<file path="config.mk">
export PLATFORM = sky130hd
export DESIGN_NAME = i2c_scl_gen
export DESIGN_NICKNAME = d
export VERILOG_FILES = /design/src/rtl/sclg_pkg.sv /design/src/rtl/sclg_datapath.sv /design/src/rtl/sclg_control.sv /design/src/rtl/i2c_scl_gen.sv
export SDC_FILE = /design/constraint.sdc
export NUM_CORES = 1
export LEC_CHECK = 0
export BUFFER_PORTS_ARGS = -buffer_cell sky130_fd_sc_hd__buf_2
export CAP_MARGIN = 0
export CORE_MARGIN = 2
export CORE_UTILIZATION = 30
export CTS_BUF_LIST = sky130_fd_sc_hd__clkbuf_16
export CTS_CLUSTER_SIZE = 8
export DETAILED_ROUTE_END_ITERATION = 7
export PLACE_DENSITY = 0.47
export SYNTH_ARGS = -nofsm -noshare
export SYNTH_HDL_FRONTEND = slang
export SYNTH_SLANG_ARGS = --single-unit
</file>
<file path="constraint.sdc">
create_clock -name clk -period 7.59 [get_ports clk]
set_clock_uncertainty 0.15 [all_clocks]
set_input_delay 1.518 -clock clk [delete_from_list [all_inputs] [get_ports clk]]
set_output_delay 1.518 -clock clk [all_outputs]
set_load 0.02 [all_outputs]
</file>
<file path="src/rtl/sclg_pkg.sv">
package sclg_pkg;

  localparam int CODE_W    = 6;
  localparam int MAX_SHIFT = 8;   // largest prescale is 2^8
  localparam int MAX_SAMP  = 18;  // largest samples-per-bit
  localparam int SHIFT_W   = $clog2(MAX_SHIFT + 1);
  localparam int SAMP_W    = $clog2(MAX_SAMP + 1);
  localparam int PC_W      = MAX_SHIFT;

  typedef enum logic [1:0] {ST_IDLE, ST_LOW, ST_HIGH} sclState_t;

  // strobes from control to datapath
  typedef struct packed {
    logic clear;    // clear prescaler and phase counter
    logic load;     // capture divider code
    logic count;    // advance phase counter
    logic restart;  // zero phase counter for next phase
  } sclCtl_t;

  typedef struct packed {
    logic [SHIFT_W-1:0] shift;
    logic [SAMP_W-1:0]  samples;
  } divSel_t;

  function automatic divSel_t decodeDiv(input logic [CODE_W-1:0] code);
    divSel_t d;
    int sh;
    int sm;
    int k;
    sh = 1;
    sm = 10;
    k  = 0;
    if (code < 6'h0D) begin
      case (code[3:0])
        4'd0:  begin sh = 1; sm = 14; end
        4'd1:  begin sh = 1; sm = 15; end
        4'd2:  begin sh = 1; sm = 17; end
        4'd3:  begin sh = 2; sm = 10; end
        4'd4:  begin sh = 2; sm = 11; end
        4'd5:  begin sh = 2; sm = 12; end
        4'd6:  begin sh = 2; sm = 14; end
        4'd7:  begin sh = 2; sm = 17; end
        4'd8:  begin sh = 3; sm = 10; end
        4'd9:  begin sh = 3; sm = 11; end
        4'd10: begin sh = 3; sm = 13; end
        4'd11: begin sh = 3; sm = 16; end
        default: begin sh = 3; sm = 18; end
      endcase
    end else if (code < 6'h20) begin
      k  = int'(code) - 13;
      sh = 4 + k / 4;
      case (k % 4)
        0:       sm = 10;
        1:       sm = 12;
        2:       sm = 15;
        default: sm = 18;
      endcase
    end else if (code < 6'h2C) begin
      case (code[3:0])
        4'd0:  begin sh = 1; sm = 10; end
        4'd1:  begin sh = 1; sm = 11; end
        4'd2:  begin sh = 1; sm = 12; end
        4'd3:  begin sh = 1; sm = 13; end
        4'd4:  begin sh = 1; sm = 14; end
        4'd5:  begin sh = 1; sm = 16; end
        4'd6:  begin sh = 1; sm = 18; end
        4'd7:  begin sh = 2; sm = 10; end
        4'd8:  begin sh = 2; sm = 12; end
        4'd9:  begin sh = 2; sm = 14; end
        4'd10: begin sh = 2; sm = 16; end
        default: begin sh = 2; sm = 18; end
      endcase
    end else begin
      k  = int'(code) - 44;
      sh = 4 + k / 4;
      sm = 5 + k % 4;
    end
    d.shift   = SHIFT_W'(sh);
    d.samples = SAMP_W'(sm);
    return d;
  endfunction

endpackage

</file>
<file path="src/rtl/sclg_datapath.sv">
module sclg_datapath
  import sclg_pkg::*;
#(
  parameter int SYNC_STAGES = 2
) (
  input  logic              clk,
  input  logic              rst_n,
  input  logic [CODE_W-1:0] divCode,
  input  logic              sclIn,
  input  sclCtl_t           ctl,
  output logic              sampleStb,
  output logic              sclSeenHigh,
  output logic              lastLow,
  output logic              lastHigh,
  output logic [CODE_W-1:0] curCode
);

  logic [SYNC_STAGES-1:0] syncQ;
  logic [PC_W-1:0]        presCnt;
  logic [PC_W-1:0]        presLast;
  logic [SAMP_W-1:0]      phaseCnt;
  logic [SAMP_W-1:0]      lowLen;
  logic [SAMP_W-1:0]      highLen;
  divSel_t                sel;

  // line synchronizer
  always_ff @(posedge clk or negedge rst_n) begin
    if (!rst_n) syncQ <= '1;
    else        syncQ <= {syncQ[SYNC_STAGES-2:0], sclIn};
  end
  assign sclSeenHigh = syncQ[SYNC_STAGES-1];

  // active divider code
  always_ff @(posedge clk or negedge rst_n) begin
    if (!rst_n)        curCode <= '0;
    else if (ctl.load) curCode <= divCode;
  end

  assign sel      = decodeDiv(curCode);
  assign presLast = PC_W'(((PC_W+1)'(1) << sel.shift) - (PC_W+1)'(1));
  assign lowLen   = sel.samples >> 1;
  assign highLen  = sel.samples - lowLen;

  // sample prescaler
  assign sampleStb = (presCnt == presLast);
  always_ff @(posedge clk or negedge rst_n) begin
    if (!rst_n)                      presCnt <= '0;
    else if (ctl.clear || sampleStb) presCnt <= '0;
    else                             presCnt <= presCnt + PC_W'(1);
  end

  // phase sample counter
  always_ff @(posedge clk or negedge rst_n) begin
    if (!rst_n)                        phaseCnt <= '0;
    else if (ctl.clear || ctl.restart) phaseCnt <= '0;
    else if (ctl.count)                phaseCnt <= phaseCnt + SAMP_W'(1);
  end

  assign lastLow  = (phaseCnt == lowLen  - SAMP_W'(1));
  assign lastHigh = (phaseCnt == highLen - SAMP_W'(1));

endmodule

</file>
<file path="src/rtl/sclg_control.sv">
module sclg_control
  import sclg_pkg::*;
(
  input  logic    clk,
  input  logic    rst_n,
  input  logic    enable,
  input  logic    sampleStb,
  input  logic    sclSeenHigh,
  input  logic    lastLow,
  input  logic    lastHigh,
  output sclCtl_t ctl,
  output logic    sclPullLow,
  output logic    bitTick
);

  sclState_t state;
  sclState_t stateNxt;
  logic      tickNxt;

  always_comb begin
    ctl      = '0;
    stateNxt = state;
    tickNxt  = 1'b0;
    if (!enable) begin
      ctl.clear = 1'b1;
      stateNxt  = ST_IDLE;
    end else begin
      case (state)
        ST_IDLE: begin
          ctl.clear = 1'b1;
          ctl.load  = 1'b1;
          stateNxt  = ST_LOW;
        end
        ST_LOW: begin
          if (sampleStb) begin
            if (lastLow) begin
              ctl.restart = 1'b1;
              stateNxt    = ST_HIGH;
            end else begin
              ctl.count = 1'b1;
            end
          end
        end
        default: begin
          // high phase advances only on strobes that see the line high
          if (sampleStb && sclSeenHigh) begin
            if (lastHigh) begin
              ctl.restart = 1'b1;
              ctl.load    = 1'b1;
              tickNxt     = 1'b1;
              stateNxt    = ST_LOW;
            end else begin
              ctl.count = 1'b1;
            end
          end
        end
      endcase
    end
  end

  always_ff @(posedge clk or negedge rst_n) begin
    if (!rst_n) begin
      state   <= ST_IDLE;
      bitTick <= 1'b0;
    end else begin
      state   <= stateNxt;
      bitTick <= tickNxt;
    end
  end

  assign sclPullLow = (state == ST_LOW);

endmodule

</file>
<file path="src/rtl/i2c_scl_gen.sv">
module i2c_scl_gen
  import sclg_pkg::*;
#(
  parameter int SYNC_STAGES = 2
) (
  input  logic              clk,
  input  logic              rst_n,
  input  logic              enable,
  input  logic [CODE_W-1:0] divCode,
  input  logic              sclIn,
  output logic              sclPullLow,
  output logic              bitTick
);

  sclCtl_t           ctl;
  logic              sampleStb;
  logic              sclSeenHigh;
  logic              lastLow;
  logic              lastHigh;
  logic [CODE_W-1:0] curCode;

  sclg_datapath #(.SYNC_STAGES(SYNC_STAGES)) u_dp (
    .clk(clk), .rst_n(rst_n), .divCode(divCode), .sclIn(sclIn), .ctl(ctl),
    .sampleStb(sampleStb), .sclSeenHigh(sclSeenHigh), .lastLow(lastLow),
    .lastHigh(lastHigh), .curCode(curCode)
  );

  sclg_control u_ctl (
    .clk(clk), .rst_n(rst_n), .enable(enable), .sampleStb(sampleStb),
    .sclSeenHigh(sclSeenHigh), .lastLow(lastLow), .lastHigh(lastHigh),
    .ctl(ctl), .sclPullLow(sclPullLow), .bitTick(bitTick)
  );

endmodule

</file>
-- Word-level counts from Yosys, hierarchy flattened
Memory sizes are Yosys's and may differ from the RTL's.
Cells that the tools add are included.
- memories kept: 2
- bits in read-only memories: 224
- word-level logic and storage cells: 77
- bits of input ports: 10
- register bits after elaboration: 24
- output and inout port bits: 2
- equal/unequal tests: 10
- reduce and logical (&&, ||, !) cells: 10
- bitwise gates (word level): 2
- multiplexer cells: 30
- magnitude comparators: 3
- shift operators: 1
- add/subtract/negate cells: 13
- memories (name ; depth ; width ; read ports ; clocked after Yosys merged registers in ; write ports ; RTL line ; text):
    (name not given) ; 16 ; 7 ; 1 ; 0 ; 0 ; sclg_pkg.sv:34 ; case (code[3:0])
    (name not given) ; 16 ; 7 ; 1 ; 0 ; 0 ; sclg_pkg.sv:59 ; case (code[3:0])
- operator list (cell ; number):
    == test 32 x 1 -> 1 bit (second input constant) ; 1
    == test 32 x 2 -> 1 bit (second input constant) ; 1
    logical NOT 32 bit ; 1
    two-way mux 5 bit ; 5
    case mux 5 bit (3 select lines) ; 1
    < comparator 6 bit (second input constant) ; 2
    two-way mux 2 bit ; 6
    two-way mux 4 bit ; 3
    == test 5 bit ; 2
    two-way mux 1 bit ; 9
    adder 4 x 1 -> 4 bit ; 2
    adder 4 bit (first input constant) ; 2
    adder 8 x 1 -> 8 bit (second input constant) ; 1
    == test 8 bit ; 1
    two-way mux 8 bit ; 1
    inequality test 4 x 1 -> 1 bit (second input constant) ; 2
    case mux 2 bit (2 select lines) ; 2
    << shifter 1 x 4 -> 8 bit (first input constant) ; 1
    subtractor 8 x 2 -> 8 bit (second input constant) ; 1
    subtractor 6 x 4 -> 7 bit (second input constant) ; 1
    subtractor 6 x 6 -> 7 bit (second input constant) ; 1
    < comparator 6 x 4 -> 1 bit (second input constant) ; 1
    two-way mux 3 bit ; 2
    inequality test 3 x 2 -> 1 bit (second input constant) ; 2
    14 further kinds ; 18

-- Longest topological paths before layout
- word-level depth: 17
- gate-level depth with buffers: 24
- gate-level depth less buffers: 21

-- By module
From an unflattened synthesis, not the netlist that was laid out.
- cells, all modules: 292
- area, all modules: 2562.5 um^2
- modules (own cells, without submodules) (module ; seq. area each (um^2) ; instances ; cells each ; area each (um^2)):
    sclg_datapath ; 528.0 ; 1 ; 271 ; 2381.0
    sclg_control ; 75.1 ; 1 ; 21 ; 181.4

-- Worst setup path after synthesis
OpenSTA, ideal clock, no wires.
- path type: reg-to-reg
- start point: register u_dp.curCode[1]
- end point: register u_dp.curCode[0]
- arrival: 5195 ps
- setup time: 125 ps
- slack: 2121 ps
- period minus slack after synthesis: 5469 ps
- stages on the path, launching flop included: 20
- buffers on the path: 2
- required time: 7315 ps
- cells stage by stage: dfrtp_1 -> clkbuf_1 -> inv_1 -> ha_1 -> nand2b_1 -> and3_1 -> ha_1 -> mux2_4 -> mux2_2 -> a211o_1 -> a211o_1 -> or2_2 -> ha_1 -> clkbuf_1 -> xnor2_1 -> or3_4 -> a2111oi_4 -> nand4_1 -> a21boi_2 -> mux2_2
- longest elaborated chain between the ends: 15
- elaborated cells between the ends (all ways): 37
- classes of those cells: 10 x add/sub; 3 x order compare; 4 x eq/ne; 1 x shift; 11 x mux; 2 x bitwise; 4 x reduce/logical; 2 x memory
- ends and longest elaborated chain (what ; RTL line ; text):
    from (decl) ; sclg_datapath.sv:15 ; output logic [CODE_W-1:0] curCode
    from (signal assigned) ; sclg_datapath.sv:36 ; else if (ctl.load) curCode <= divCode;
    subtractor 6 x 6 -> 7 bit ; sclg_pkg.sv:74 ; k = int'(code) - 44;
    OR reduction 2 bit (no line) ; - ;
    bitwise AND 1 bit (no line) ; - ;
    adder 4 x 1 -> 4 bit (no line) ; - ;
    adder 4 bit ; sclg_pkg.sv:75 ; sh = 4 + k / 4;
    two-way mux 4 bit ; sclg_pkg.sv:58 ; end else if (code < 6'h2C) begin
    two-way mux 4 bit ; sclg_pkg.sv:49 ; end else if (code < 6'h20) begin
    two-way mux 4 bit ; sclg_pkg.sv:33 ; if (code < 6'h0D) begin
    << shifter 1 x 4 -> 8 bit ; sclg_datapath.sv:40 ; assign presLast = PC_W'(((PC_W+1)'(1) << sel.shift) - (PC_W+1)'(1));
    subtractor 8 x 2 -> 8 bit ; sclg_datapath.sv:40 ;
    == test 8 bit ; sclg_datapath.sv:45 ; assign sampleStb = (presCnt == presLast);
    logical AND 1 bit ; sclg_control.sv:46 ; if (sampleStb && sclSeenHigh) begin
    two-way mux 3 bit * ; sclg_control.sv:46 ;
    case mux 1 bit (2 select lines) * ; sclg_control.sv:28 ; case (state)
    two-way mux 3 bit * ; sclg_control.sv:24 ; if (!enable) begin
Every way passes the cells marked *; elsewhere a longest branch is shown, timed or not.
A chain may end at the register's enable or synchronous reset.

-- Worst setup path after layout
- start point: register u_dp.curCode[1]
- end point: register u_dp.phaseCnt[3]
- longest elaborated chain between the ends: 17
- elaborated cells between the ends (all ways): 46
- classes of those cells: 11 x add/sub; 3 x order compare; 5 x eq/ne; 1 x shift; 16 x mux; 2 x bitwise; 6 x reduce/logical; 2 x memory
- ends and longest elaborated chain (what ; RTL line ; text):
    subtractor 6 x 6 -> 7 bit ; sclg_pkg.sv:74 ;
    OR reduction 2 bit (no line) ; - ;
    bitwise AND 1 bit (no line) ; - ;
    adder 4 x 1 -> 4 bit (no line) ; - ;
    adder 4 bit ; sclg_pkg.sv:75 ;
    two-way mux 4 bit ; sclg_pkg.sv:58 ;
    two-way mux 4 bit ; sclg_pkg.sv:49 ;
    two-way mux 4 bit ; sclg_pkg.sv:33 ;
    << shifter 1 x 4 -> 8 bit ; sclg_datapath.sv:40 ;
    subtractor 8 x 2 -> 8 bit ; sclg_datapath.sv:40 ;
    == test 8 bit ; sclg_datapath.sv:45 ;
    logical AND 1 bit ; sclg_control.sv:46 ;
    two-way mux 3 bit ; sclg_control.sv:46 ;
    case mux 2 bit (2 select lines) * ; sclg_control.sv:28 ;
    two-way mux 3 bit * ; sclg_control.sv:24 ;
    logical OR 1 bit ; sclg_datapath.sv:55 ; else if (ctl.clear || ctl.restart) phaseCnt <= '0;
    two-way mux 5 bit or nonzero test 2 bit (tied branches) ; - ;
    to (signal assigned) ; sclg_datapath.sv:56 ; else if (ctl.count) phaseCnt <= phaseCnt + SAMP_W'(1);
    to (decl) ; sclg_datapath.sv:21 ; logic [SAMP_W-1:0] phaseCnt;
Marked as above.

==> impl_metrics.tcl <==
set metrics [dict create \
    status "finished clean" \
    ys_warn_count 0 \
    slew_violations 0 \
    via_per_inst 5.65 \
    synth_seq_cells 24 \
    hpwl_mm 5.41 \
    critPathLaunch "u_dp.curCode[1]$_DFFE_PN0P_" \
    max_cap_viol_count 0 \
    critPathMaxFanout 18 \
    die_area_sq_mm 0.00982 \
    startpoint_type "flip-flop" \
    slowest_stage "dfrtp_1" \
    hold_start "u_dp.syncQ[0]$_DFF_PN1_" \
    vias 2493 \
    wirelength_mm 7.06 \
    firstDrtPassIters 4 \
    ios 12 \
    cts_setup_buffers 0 \
    period_share_pct 79.7 \
    slew_headroom_pct 46.2 \
    grt_usage_pct 14.7 \
    hold_path.class "flip-flop to flip-flop" \
    antenna_found_initial 0 \
    placed_cells 437 \
    stdcell_count 441 \
    p_leak_nw 1.20 \
    synth_ff_type "dfrtp_1" \
    cp-end-kind "flip-flop" \
    drive_gt1_share_pct 11.7 \
    coreArea_sq_mm 0.00876 \
    grt_pass1_vias 2459 \
    multi_input_area_sq_mm 0.00199 \
    worst_slack_ps 1540 \
    cts_tree "built" \
    critical_path_class "flip-flop to flip-flop" \
    ys_types 64 \
    syn_area_sq_mm 0.00271 \
    port_buffers 11 \
    regArea_sq_um 603 \
    antenna_left 0 \
    synthesis.instances 331 \
    drc 0 \
    numCtsBuffers 3 \
    cp_data_required_time_ps 7620 \
    gp_congestion 0.888 \
    finalSetupViolations 0 \
    grt_max_degree 27 \
    n_fill_cell 908 \
    cts_max_path_buffers 2 \
    ctsHoldBuffers 0 \
    grt_remaining_overflow 0 \
    antennaDiodeCount 0 \
    worstPathCellList "inv_1 -> ha_1 -> nand2b_1 -> and3_1 -> ha_1 -> mux2_4 -> mux2_2 -> a211o_1 -> a211o_1 -> or2_2 -> ha_1 -> xnor2_1 -> or3_4 -> a2111oi_4 -> nand4_2 -> or4_1 -> a21oi_1" \
    syn_avg_cell_area_sq_um 8.20 \
    rsz0062_at_grt "false" \
    hold_viol 0 \
    ys_async_sr_fraction_pct 100 \
    mostFrequentLayoutCells "nor2_1 (26), a21oi_1 (22), ha_1 (22), dfrtp_1 (22), o21ai_0 (20)" \
    final_area_sq_mm 0.00294 \
    post_cts_resized 0 \
    slowest_delay_ps 710 \
    die_w_microns 99.1 \
    syn2layout_area_growth_pct 8.21 \
    arrival_ps 6070 \
    placed_area_sq_mm 0.00286 \
    grt_pass1_wl_mm 12.0 \
    seq_area_frac_synth_pct 22.2 \
    synth_fp_nets 364 \
    pre_cts_ws_ps 1640 \
    drt-initial-drc-count 115 \
    insertion_delay_ps 250 \
    post-route-util_pct 33.5 \
    power_density_mw_per_mm2 257 \
    cts_root_buffer "clkbuf_16" \
    fmax_mhz 165 \
    rows 34 \
    vdd_ir_drop_max_uv 153 \
    cts.clk_slew.worst_paths_ps 60 \
    synth_edf_count 0 \
    setup-tns-final_ps 0 \
    period_needed_ps 6050 \
    initial_core_util_pct 31.0 \
    rr_startpoint "u_dp.curCode[1]$_DFFE_PN0P_" \
    numClockSinks 24 \
    nets 367 \
    path_common_cell "ha_1" \
    htree_num_levels 1 \
    die_h_microns 99.1 \
    final_common_cell "nor2_1" \
    wl_per_cell_microns 16.0 \
    tightest_slew_ps 806 \
]
[state kept, by name (all words and copies together), names as in the netlist]
register	flops
u_dp.curCode	6
u_ctl.bitTick	1
u_dp.phaseCnt	5
u_ctl.state	2
u_dp.syncQ	2
u_dp.presCnt	8
[metal layers]
metal	global-route usage (%)	vias up	share of wire [%]
met5	0	-	0
met4	2.53	0	0.68
met3	1.62	4	2.7
met2	25.2	55	47
met1	20.4	1190	49
li1	-	1244	-
[kinds of logic (layout without fill, tap and decap cells)]
logic type / after synthesis / count (layout) / share of synthesized area, %
XOR/XNOR: 27 / 27 / 8.72
AO/OA/AOI/OAI: 105 / 105 / 26.9
multiplexers: 13 / 13 / 5.40
buffers and inverters: 31 / 33 / 4.47
adder cells (fa/ha/maj): 23 / 23 / 10.9
AND/OR/NAND/NOR: 108 / 108 / 21.4
flip-flops: 24 / 24 / 22.2
[critical path, delay by kind of cell, from the launching register on]
family                     cells  cell delay, ps
DFF                            1             710
muxes                          2             560
and+or+nand+nor                6            2040
AOI/OAI and AO/OA              4            1250
xor gates and xnor gates       1             190
buffers and inverters          1             190
adders and majority gates      3             850
[worst paths after layout]
check / to / slack, ps / depth (start not counted)
min: u_dp.syncQ[1]$_DFF_PN1_ / 210 / 0
max: u_dp.phaseCnt[3]$_DFFE_PN0P_ / 1540 / 17
max reg2reg: u_dp.phaseCnt[3]$_DFFE_PN0P_ / 1540 / 17
min reg2reg: u_dp.syncQ[1]$_DFF_PN1_ / 210 / 0
min in group asynchronous: u_dp.presCnt[0]$_DFF_PN0_ / 1090 / 1
max in group asynchronous: u_dp.syncQ[1]$_DFF_PN1_ / 5830 / 1
[final cells by class]
class,instances,share of cell area [%]
sequential,24,20.5
timing repair buffer,13,2.39
clock inverter,1,0.128
multi-input combinational,276,67.7
tap,108,4.60
clock buffer,3,2.56
inverter,16,2.05
[synth_stat cells, drive strengths merged (3+ instances only)]
| cell type | n | area share, % |
|---|---|---|
| or2 | 4 | 0.92 |
| nor3 | 5 | 0.92 |
| buf | 6 | 1.0 |
| clkbuf | 9 | 1.2 |
| nor2b | 4 | 0.92 |
| a21o | 5 | 1.4 |
| nand3 | 12 | 2.2 |
| o21ai | 22 | 4.1 |
| o31ai | 7 | 1.9 |
| inv | 16 | 2.2 |
| ha | 22 | 10 |
| a21oi | 22 | 4.1 |
| xor2 | 11 | 3.6 |
| or4 | 4 | 1.1 |
| nand3b | 3 | 0.83 |
| nand2 | 16 | 2.2 |
| o22ai | 3 | 0.69 |
| o2111ai | 3 | 0.97 |
| dfrtp | 22 | 20 |
| o21a | 4 | 1.1 |
| a31oi | 7 | 1.6 |
| nand4 | 4 | 1.2 |
| mux2 | 10 | 4.3 |
| a211oi | 3 | 0.83 |
| and2 | 6 | 1.4 |
| and3 | 7 | 1.6 |
| or3 | 5 | 1.3 |
| mux2i | 3 | 1.1 |
| nor2 | 26 | 3.6 |
| nand2b | 6 | 1.4 |
| o211ai | 5 | 1.6 |
| xnor2 | 16 | 5.2 |
[metrics by stage]
stage	hold slack, ps	total power [mW]
final	209	0.756
after global routing	215	0.827
after CTS	211	0.757
after detailed placement	202	0.639
after global placement	199	0.641
after floorplan	195	0.538
[report_power, final]
| part | switching [mW] | leakage [nW] | internal [mW] |
|---|---|---|---|
| sequential | 0.0199 | 0.312 | 0.134 |
| clock | 0.0419 | 0.0385 | 0.0703 |
| combinational | 0.288 | 0.852 | 0.201 |
| total | 0.350 | 1.20 | 0.406 |
(Power assumes the default switching activity.)
